--- config.mk ---
export PLATFORM = sky130hd
export DESIGN_NAME = stkseq_top
export DESIGN_NICKNAME = d
export VERILOG_FILES = /design/src/rtl/stkseq_pkg.sv /design/src/rtl/stkseq_step.sv /design/src/rtl/stkseq_sp.sv /design/src/rtl/stkseq_top.sv
export SDC_FILE = /design/constraint.sdc
export NUM_CORES = 1
export LEC_CHECK = 0
export BUFFER_PORTS_ARGS = -buffer_cell sky130_fd_sc_hd__buf_4
export CAP_MARGIN = 25
export CORE_ASPECT_RATIO = 0.5
export CORE_MARGIN = 2
export CORE_UTILIZATION = 56
export CTS_CLUSTER_SIZE = 25
export DETAILED_ROUTE_END_ITERATION = 8
export GPL_TIMING_DRIVEN = 0
export PLACE_DENSITY_LB_ADDON = 0.3
export SLEW_MARGIN = 20
export SYNTH_ARGS = -nofsm -noshare
export SYNTH_HDL_FRONTEND = slang
export SYNTH_SLANG_ARGS = --single-unit
--- constraint.sdc ---
create_clock -name clk -period 5.24 [get_ports clk]
set_clock_uncertainty 0.05 [all_clocks]
set_input_delay 0.262 -clock clk [delete_from_list [all_inputs] [get_ports clk]]
set_output_delay 0.262 -clock clk [all_outputs]
set_load 0.005 [all_outputs]
--- src/rtl/stkseq_pkg.sv ---
package stkseq_pkg;

    typedef enum logic [2:0] {
        OP_PUSH_B = 3'd0,
        OP_PULL_B = 3'd1,
        OP_PUSH_W = 3'd2,
        OP_PULL_W = 3'd3,
        OP_PULL_P = 3'd4,
        OP_IRQ    = 3'd5
    } op_e;

    localparam logic [2:0] OP_LAST = 3'd5;

    typedef enum logic [1:0] {
        K_PUSH = 2'd0,
        K_PULL = 2'd1,
        K_VEC  = 2'd2
    } kind_e;

    typedef enum logic [2:0] {
        S_LO   = 3'd0,
        S_HI   = 3'd1,
        S_BANK = 3'd2,
        S_PCH  = 3'd3,
        S_PCL  = 3'd4,
        S_STAT = 3'd5
    } src_e;

    typedef struct packed {
        kind_e kind;
        src_e  src;
        logic  hi_dst;
        logic  last;
    } uop_t;

    // status bit positions
    localparam int ST_IRQ_OFF = 2;
    localparam int ST_DEC     = 3;
    localparam int ST_XW      = 4;
    localparam int ST_MW      = 5;

endpackage

--- src/rtl/stkseq_step.sv ---
module stkseq_step
    import stkseq_pkg::*;
#(
    parameter int STEP_W = 3
) (
    input  op_e               op,
    input  logic [STEP_W-1:0] step,
    output uop_t              uop
);
    always_comb begin
        uop = '{kind: K_PUSH, src: S_LO, hi_dst: 1'b0, last: 1'b1};
        unique case (op)
            OP_PUSH_B: uop = '{kind: K_PUSH, src: S_LO, hi_dst: 1'b0, last: 1'b1};
            OP_PUSH_W: begin
                if (step == '0) uop = '{kind: K_PUSH, src: S_HI, hi_dst: 1'b0, last: 1'b0};
                else            uop = '{kind: K_PUSH, src: S_LO, hi_dst: 1'b0, last: 1'b1};
            end
            OP_PULL_B, OP_PULL_P:
                uop = '{kind: K_PULL, src: S_LO, hi_dst: 1'b0, last: 1'b1};
            OP_PULL_W: begin
                if (step == '0) uop = '{kind: K_PULL, src: S_LO, hi_dst: 1'b0, last: 1'b0};
                else            uop = '{kind: K_PULL, src: S_LO, hi_dst: 1'b1, last: 1'b1};
            end
            OP_IRQ: begin
                case (step)
                    3'd0:    uop = '{kind: K_PUSH, src: S_BANK, hi_dst: 1'b0, last: 1'b0};
                    3'd1:    uop = '{kind: K_PUSH, src: S_PCH,  hi_dst: 1'b0, last: 1'b0};
                    3'd2:    uop = '{kind: K_PUSH, src: S_PCL,  hi_dst: 1'b0, last: 1'b0};
                    3'd3:    uop = '{kind: K_PUSH, src: S_STAT, hi_dst: 1'b0, last: 1'b0};
                    3'd4:    uop = '{kind: K_VEC,  src: S_LO,   hi_dst: 1'b0, last: 1'b0};
                    default: uop = '{kind: K_VEC,  src: S_LO,   hi_dst: 1'b1, last: 1'b1};
                endcase
            end
            default: uop = '{kind: K_PUSH, src: S_LO, hi_dst: 1'b0, last: 1'b1};
        endcase
    end
endmodule

--- src/rtl/stkseq_sp.sv ---
module stkseq_sp #(
    parameter int         ADDR_W      = 16,
    parameter logic [7:0] LEGACY_PAGE = 8'h01
) (
    input  logic [ADDR_W-1:0] sp,
    input  logic              legacy,
    output logic [ADDR_W-1:0] push_addr,
    output logic [ADDR_W-1:0] push_next,
    output logic [ADDR_W-1:0] pull_next
);
    localparam int HI_W = ADDR_W - 8;

    logic [7:0] lo_dec, lo_inc;
    logic [HI_W-1:0] page;

    assign lo_dec = sp[7:0] - 8'd1;
    assign lo_inc = sp[7:0] + 8'd1;
    assign page   = HI_W'(LEGACY_PAGE);

    always_comb begin
        if (legacy) begin
            push_addr = {page, sp[7:0]};
            push_next = {page, lo_dec};
            pull_next = {page, lo_inc};
        end else begin
            push_addr = sp;
            push_next = sp - ADDR_W'(1);
            pull_next = sp + ADDR_W'(1);
        end
    end
endmodule

--- src/rtl/stkseq_top.sv ---
module stkseq_top
    import stkseq_pkg::*;
#(
    parameter int                ADDR_W      = 16,
    parameter logic [ADDR_W-1:0] RESET_SP    = 16'h01FF,
    parameter logic [7:0]        LEGACY_PAGE = 8'h01
) (
    input  logic              clk,
    input  logic              rst_n,
    input  logic              start,
    input  logic [2:0]        op,
    input  logic              legacy,
    input  logic [15:0]       push_data,
    input  logic [ADDR_W-1:0] pc_in,
    input  logic [7:0]        bank_in,
    input  logic [7:0]        status_in,
    input  logic [ADDR_W-1:0] vector_addr,
    input  logic [7:0]        mem_rdata,
    output logic [ADDR_W-1:0] mem_addr,
    output logic [7:0]        mem_wdata,
    output logic              mem_we,
    output logic              mem_req,
    output logic [ADDR_W-1:0] sp,
    output logic              busy,
    output logic              done,
    output logic [15:0]       pull_data,
    output logic [7:0]        status_out
);
    localparam int STEP_W = 3;

    typedef struct packed {
        logic              busy;
        op_e               op;
        logic              legacy;
        logic [STEP_W-1:0] step;
        logic [ADDR_W-1:0] sp;
        logic [15:0]       data;
        logic [ADDR_W-1:0] pc1;
        logic [7:0]        bank;
        logic [7:0]        stat;
        logic [ADDR_W-1:0] vec;
        logic [15:0]       result;
        logic [7:0]        stat_out;
        logic              done;
    } state_t;

    state_t state_d, state_q;
    uop_t   uop;
    logic [ADDR_W-1:0] push_addr, push_next, pull_next;
    logic [7:0] src_byte;

    stkseq_step #(.STEP_W(STEP_W)) u_step (
        .op  (state_q.op),
        .step(state_q.step),
        .uop (uop)
    );

    stkseq_sp #(.ADDR_W(ADDR_W), .LEGACY_PAGE(LEGACY_PAGE)) u_sp (
        .sp       (state_q.sp),
        .legacy   (state_q.legacy),
        .push_addr(push_addr),
        .push_next(push_next),
        .pull_next(pull_next)
    );

    always_comb begin
        unique case (uop.src)
            S_HI:    src_byte = state_q.data[15:8];
            S_BANK:  src_byte = state_q.bank;
            S_PCH:   src_byte = state_q.pc1[15:8];
            S_PCL:   src_byte = state_q.pc1[7:0];
            S_STAT:  src_byte = state_q.legacy ? (state_q.stat | 8'h20) : state_q.stat;
            default: src_byte = state_q.data[7:0];
        endcase
    end

    always_comb begin
        state_d      = state_q;
        state_d.done = 1'b0;

        mem_req   = state_q.busy;
        mem_we    = state_q.busy && (uop.kind == K_PUSH);
        mem_wdata = src_byte;
        unique case (uop.kind)
            K_PULL:  mem_addr = pull_next;
            K_VEC:   mem_addr = state_q.vec + ADDR_W'(uop.hi_dst);
            default: mem_addr = push_addr;
        endcase

        if (!state_q.busy) begin
            if (start && (op <= OP_LAST)) begin
                state_d.busy   = 1'b1;
                state_d.op     = op_e'(op);
                state_d.legacy = legacy;
                state_d.step   = (op_e'(op) == OP_IRQ && legacy) ? STEP_W'(1) : '0;
                state_d.data   = push_data;
                state_d.pc1    = pc_in + ADDR_W'(1);
                state_d.bank   = bank_in;
                state_d.stat   = status_in;
                state_d.vec    = vector_addr;
                state_d.result = '0;
            end
        end else begin
            unique case (uop.kind)
                K_PUSH: state_d.sp = push_next;
                K_PULL: begin
                    state_d.sp = pull_next;
                    if (uop.hi_dst) state_d.result[15:8] = mem_rdata;
                    else            state_d.result[7:0]  = mem_rdata;
                    if (state_q.op == OP_PULL_P)
                        state_d.stat_out = state_q.legacy ? (mem_rdata | 8'h30) : mem_rdata;
                end
                default: begin
                    if (uop.hi_dst) state_d.result[15:8] = mem_rdata;
                    else            state_d.result[7:0]  = mem_rdata;
                end
            endcase
            state_d.step = state_q.step + STEP_W'(1);
            if (uop.last) begin
                state_d.busy = 1'b0;
                state_d.done = 1'b1;
                if (state_q.op == OP_IRQ) begin
                    state_d.stat_out = state_q.stat;
                    state_d.stat_out[ST_IRQ_OFF] = 1'b1;
                    state_d.stat_out[ST_DEC]     = 1'b0;
                end
            end
        end
    end

    always_ff @(posedge clk) begin
        if (!rst_n) begin
            state_q          <= '0;
            state_q.op       <= OP_PUSH_B;
            state_q.legacy   <= 1'b1;
            state_q.sp       <= RESET_SP;
        end else begin
            state_q <= state_d;
        end
    end

    assign sp         = state_q.sp;
    assign busy       = state_q.busy;
    assign done       = state_q.done;
    assign pull_data  = state_q.result;
    assign status_out = state_q.stat_out;

endmodule

; Yosys cells after proc, flatten, opt, wreduce, memory -nomap -nowiden
; Cells that the tools add are included.
[classes]
addsub = 7
n_mul = 0
div = 0
order_cmp = 1
eq_ne = 20
shift = 0
muxes = 26
bitwise = 1
n_reduce_logical = 13
[ops]
columns = cell, count
row1 = $mux W16, 6
row2 = $pmux W16 S2, 2
row3 = $mux W8, 6
row4 = $pmux W8 S5, 1
row5 = $pmux W7 S5, 1
row6 = $add A16 B1 Y16 const B, 2
row7 = $pmux W7 S4, 1
row8 = $eq A3 B2 Y1 const B, 6
row9 = $eq A3 B3 Y1 const B, 6
row10 = $add A16 B1 Y16, 1
row11 = $sub A16 B1 Y16 const B, 1
row12 = $mux W6, 2
row13 = $eq A3 B1 Y1 const B, 3
row14 = $mux W9, 1
row15 = $add A8 B1 Y8 const B, 1
row16 = $sub A8 B1 Y8 const B, 1
row17 = $mux W3, 2
row18 = $reduce_and A2 Y1, 3
row19 = $reduce_and A3 Y1, 2
row20 = $ne A2 B2 Y1 const B, 2
row21 = $reduce_bool A2 Y1, 2
row22 = $add A3 B1 Y3 const B, 1
row23 = $le A3 B3 Y1 const B, 1
row24 = $logic_and A1 B1 Y1, 3
row25 = 9 further kinds, 11
[word_totals]
regBits = 113
latchBits = 0
ram_bits = 0
mem_bits_ro = 0
inputBits = 79
output_inout_bits = 68
wordCells = 82
mem_count = 0

; Depth between registers and ports, before layout
[logic_depth]
word_depth = 7
depth_mapped = 14
ltp_nobuf = 12

; Hierarchy
; A second synthesis with hierarchy kept.
[unflattened]
cells_unflattened = 910
hier_area_um2 = 6860.3
[by_module_without_submodules]
columns = mod, n_inst, cells_each, area_each_um2, seq_area_each_um2
row1 = stkseq_top, 1, 768, 5931.9, 2262.2
row2 = stkseq_sp, 1, 124, 807.0, 0.0
row3 = stkseq_step, 1, 18, 121.4, 0.0

; Worst setup path before layout
; No wires, ideal clock.
[synth_timing]
path_kind = register to output
start = register state_q[105] (netlist bit)
end = output port mem_addr[13]
arrival_ns = 2.940
t_required_ns = 4.928
slack_ns = 1.988
stages_incl_launch_ff = 13
n_path_buf = 4
path_cell_list = dfxtp_1 inv_1 ha_1 clkbuf_1 nor2b_1 or2_2 o21ai_0 ha_1 clkbuf_1 clkbuf_1 clkbuf_1 a21oi_1 o311ai_0
[synth_between]
elab_chain_len = 5
word_cells_on_any_way = 12
cone_classes = 1 x add/sub / 6 x eq/ne / 4 x mux / 1 x reduce/logical
[synth_lines]
columns = element, line
row1 = "start, declared", stkseq_top.sv:47  ; state_t state_d, state_q;
row2 = "start signal, assigned", stkseq_top.sv:138  ; state_q <= state_d;
row3 = "$eq A3 B3 Y1, or another cell as far along", stkseq_step.sv:25  ; case (step)
row4 = $pmux W7 S5 / $mux W2 (equally long branches), "stkseq_step.sv:25, stkseq_step.sv:21"
row5 = $pmux W7 S4 (*), stkseq_step.sv:12  ; unique case (op)
row6 = "$add A16 B1 Y16, or another cell as far along", stkseq_top.sv:86  ; K_VEC: mem_addr = state_q.vec + ADDR_W'(uop.hi_dst);
row7 = $pmux W16 S2 (*), stkseq_top.sv:84  ; unique case (uop.kind)
row8 = "end, declared", stkseq_top.sv:19  ; output logic [ADDR_W-1:0] mem_addr,
; Mark *: on every way between the ends. The rest lies on a longest branch, timed or not.

; Worst setup path in the final report
; Same ends and word-level chain as after synthesis.

==> qor.csv <==
metric,value,unit
viasPerCell,6.091,
antenna_cells,0,
nets,1206,
worst-path-max-fanout,10,
crit_path_end_kind,output pin,
synth-async-reset-ratio,0,%
cts_root_buf,clkbuf_16,
p_clk_share,47.5,%
maxCapViolCount,0,
grt_pass1_wl,36360,µm
worstReg2RegEnd,pull_data[13],
cts_tree,yes,
grt_pass1_vias,7353,
layout-drive-gt1-share,21.03,%
p_switching,738.8,µW
yosys.area.top_type_share,32.57,%
antenna_found_initial,0,
hold_viol_final,0,
synth.ff_latch_count,113,
yosys-top-cells-area,"dfxtp_1, nand2_1, a21oi_1",
use_met2,60.38,%
coreArea,11950,µm²
worstPathArrival,4.75,ns
setup_viol,0,
gr-usage-met1,42.70,%
max_stage_delay,0.49,ns
dieArea,13360,µm²
avgSynthCellArea,7.334,µm²
cts_setup_buffers,0,
cts.sinks,113,
grt_remaining_overflow,0,
worst_ep_required_time,4.93,ns
timing.rr.start,state_q[106],
ctsLongestPathBuffers,2,
busiest_layer,met2,
power_frac_comb,16.0,%
num-fill-cells,947,
fmax,197.7,MHz
path_delay_family,buffers and inverters,
r2r_cells,13,
synth_area_leader_cell,dfxtp_1,
hold_depth,3,
drt_pre_antenna_iters,8,
hpwl,16710,µm
status,"finished, final reports clean",
fin_crit_sh,96.54,%
slew_headroom,48.65,%
portBuffers,146,
clk_pin_slew,0.06,ns
drc,0,
worst_pin_slew,0.7702,ns
p_int,1.820,mW
r2r_setup_slack,1.08,ns
area_growth,27.76,%
place_congestion,0.9146,
power.leakage,3.517,nW
min_period,5.059,ns
drv_slew,0,
ios,147,
critPathSlowestCell,o21ai_0,
hold_start,legacy,
synth_edf_count,0,
min_delay_worst_endpoint,state_q[108],
pwr_density_cell,288.4,nW/µm²
p_sw_share,28.87,%
power_frac_seq,36.5,%
grt_max_degree,17,
drt_iter0_drc,769,
cts_max_level,4,
synth_nets,1039,
worst-path-buf-inv,6,
cts_buffers,17,
crit_cells,13,
rows,28,
grt_setup_unrepaired,no,
p_total,2.559,mW
cp_cell_sequence,inv_1 -> ha_1 -> clkbuf_1 -> nor2b_1 -> or2_2 -> o21ai_0 -> ha_1 -> clkbuf_2 -> clkbuf_1 -> clkbuf_2 -> a21oi_1 -> o311ai_0 -> buf_4,
initial_core_util,58.14,%
synthFlopType,dfxtp_1,
wirelength,23120,µm
clk_latency,0.43,ns
die_w,161.5,µm
antenna_left,0,
die_h,82.75,µm
syn_area,6945,µm²
worst_setup_path_start_kind,flop,
synth_cell_type_count,59,
use_met3,7.043,%
vias,7869,
fin_setup_tns,0,ns
hold_path_class,input pin to flop,
path_class,flop to output pin,
ys_seq_area_share,32.57,%
track_usage,34.75,%
wl_per_cell,17.90,µm
yosys_warnings,0,
syn_inst,947,
ir_worst_vdd,0.1851,mV
repair_timing:
action / in CTS / in global routing
hold buffers: 1 / 0
gates resized for setup: 0 / 4
endpoints found under the hold margin: 1 / 0
setup endpoints to repair: 0 / 3
Yosys cell counts (6+ instances only):
| cell | count |
|---|---|
| o22ai_1 | 11 |
| xnor2_1 | 19 |
| or4_1 | 6 |
| a21oi_1 | 102 |
| nand3_1 | 27 |
| buf_4 | 41 |
| clkbuf_1 | 58 |
| a31oi_1 | 6 |
| nand2_1 | 144 |
| o21ai_0 | 52 |
| dfxtp_1 | 113 |
| nor2b_1 | 9 |
| nor3_1 | 19 |
| nor2_1 | 70 |
| o211ai_1 | 13 |
| nand4_1 | 21 |
| and3_1 | 15 |
| nand2b_1 | 11 |
| ha_1 | 13 |
| a32oi_1 | 17 |
| xor2_1 | 16 |
| a211oi_1 | 20 |
| a21boi_0 | 18 |
| nand3b_1 | 12 |
| inv_1 | 27 |
| nor4_1 | 12 |
worst min-delay path: cells and delay by family:
family,cells,cell delay [ns]
buf+inv,1,0.09
simple gates,2,0.10
how the worst max path moves through the flow:
| stage | startpoint | end | slack, ns |
|---|---|---|---|
| after floorplan | state_q[105] | mem_addr[13] | 1.99 |
| after global placement | state_q[105] | mem_addr[13] | 0.63 |
| after detailed placement | state_q[105] | mem_addr[13] | 0.61 |
| after CTS | state_q[105] | mem_addr[13] | 0.06 |
| after global routing | state_q[105] | mem_addr[13] | 0.13 |
| final | state_q[105] | mem_addr[13] | 0.18 |
layer usage:
metal / vias to the layer above / wire length (µm)
met5: - / 0
met4: 0 / 639
met3: 67 / 2270
met2: 486 / 10820
met1: 3643 / 9393
li1: 3673 / -
logic make-up (layout without fill, tap and decap cells):
logic type | after synthesis | count (layout) | share of synthesized area [%]
xor gates and xnor gates | 35 | 35 | 4.414
AOI/OAI and AO/OA | 276 | 276 | 24.77
muxes | 5 | 5 | 0.7566
adders and majority gates | 13 | 13 | 2.342
buffers and inverters | 140 | 320 | 10.07
DFF | 113 | 113 | 32.57
and+or+nand+nor | 365 | 365 | 25.08
through the flow:
step                      hold slack [ns]  worst slack (ns)  util, %  std cells  area [µm²]
after floorplan                    0.3076             1.988        -        947        6945
after global routing              0.02926            0.1304    74.28       1292        8874
after detailed placement           0.3991            0.6114    69.04       1258        8248
after CTS                         0.02277           0.05674    74.21       1291        8866
after global placement             0.3921            0.6299    69.04       1258        8248
final                             0.02359            0.1814    74.28       1292        8874
power by group through the flow:
| stage | combinational [mW] | clock [mW] | sequential, mW |
|---|---|---|---|
| floorplan | 0.228 | 0 | 0.939 |
| global placement | 0.387 | 0 | 0.948 |
| detailed placement | 0.393 | 0 | 0.950 |
| CTS | 0.399 | 1.21 | 0.932 |
| global route | 0.444 | 1.25 | 0.938 |
| finish | 0.409 | 1.22 | 0.934 |
cell usage in the layout (no fill, tap or decap), drive strengths merged, types with 7 or more instances in the layout:
cell type and count:
nor2b 9, o21ai 54, clkinv 7, buf 198
nand3 27, nand3b 12, nor3 19, nand2b 11
xnor2 19, or4 7, and3 15, nor4 12
a32oi 17, a21boi 18, nand2 144, o22ai 11
nand4 21, inv 31, dfxtp 113, o211ai 13
clkbuf 77, ha 13, nor2 70, xor2 16
a211oi 20, a21oi 102
final cells by class:
class,count,area [µm²],area share (%)
flip-flops and latches,113,2262,25.49
well taps,165,206.4,2.327
inverters,30,112.6,1.269
plain buffers,110,589.3,6.641
multi-input cells,694,3984,44.90
repair buffers,148,1111,12.52
clock buffers,18,429.2,4.836
clock inverters,14,178.9,2.016
sequential cells by signal (all words and copies together) (netlist names):
signal,cells
state_q,71
status_out,8
busy,1
pull_data,16
sp,16
done,1
No activity file was read; power rests on OpenSTA's default activity.
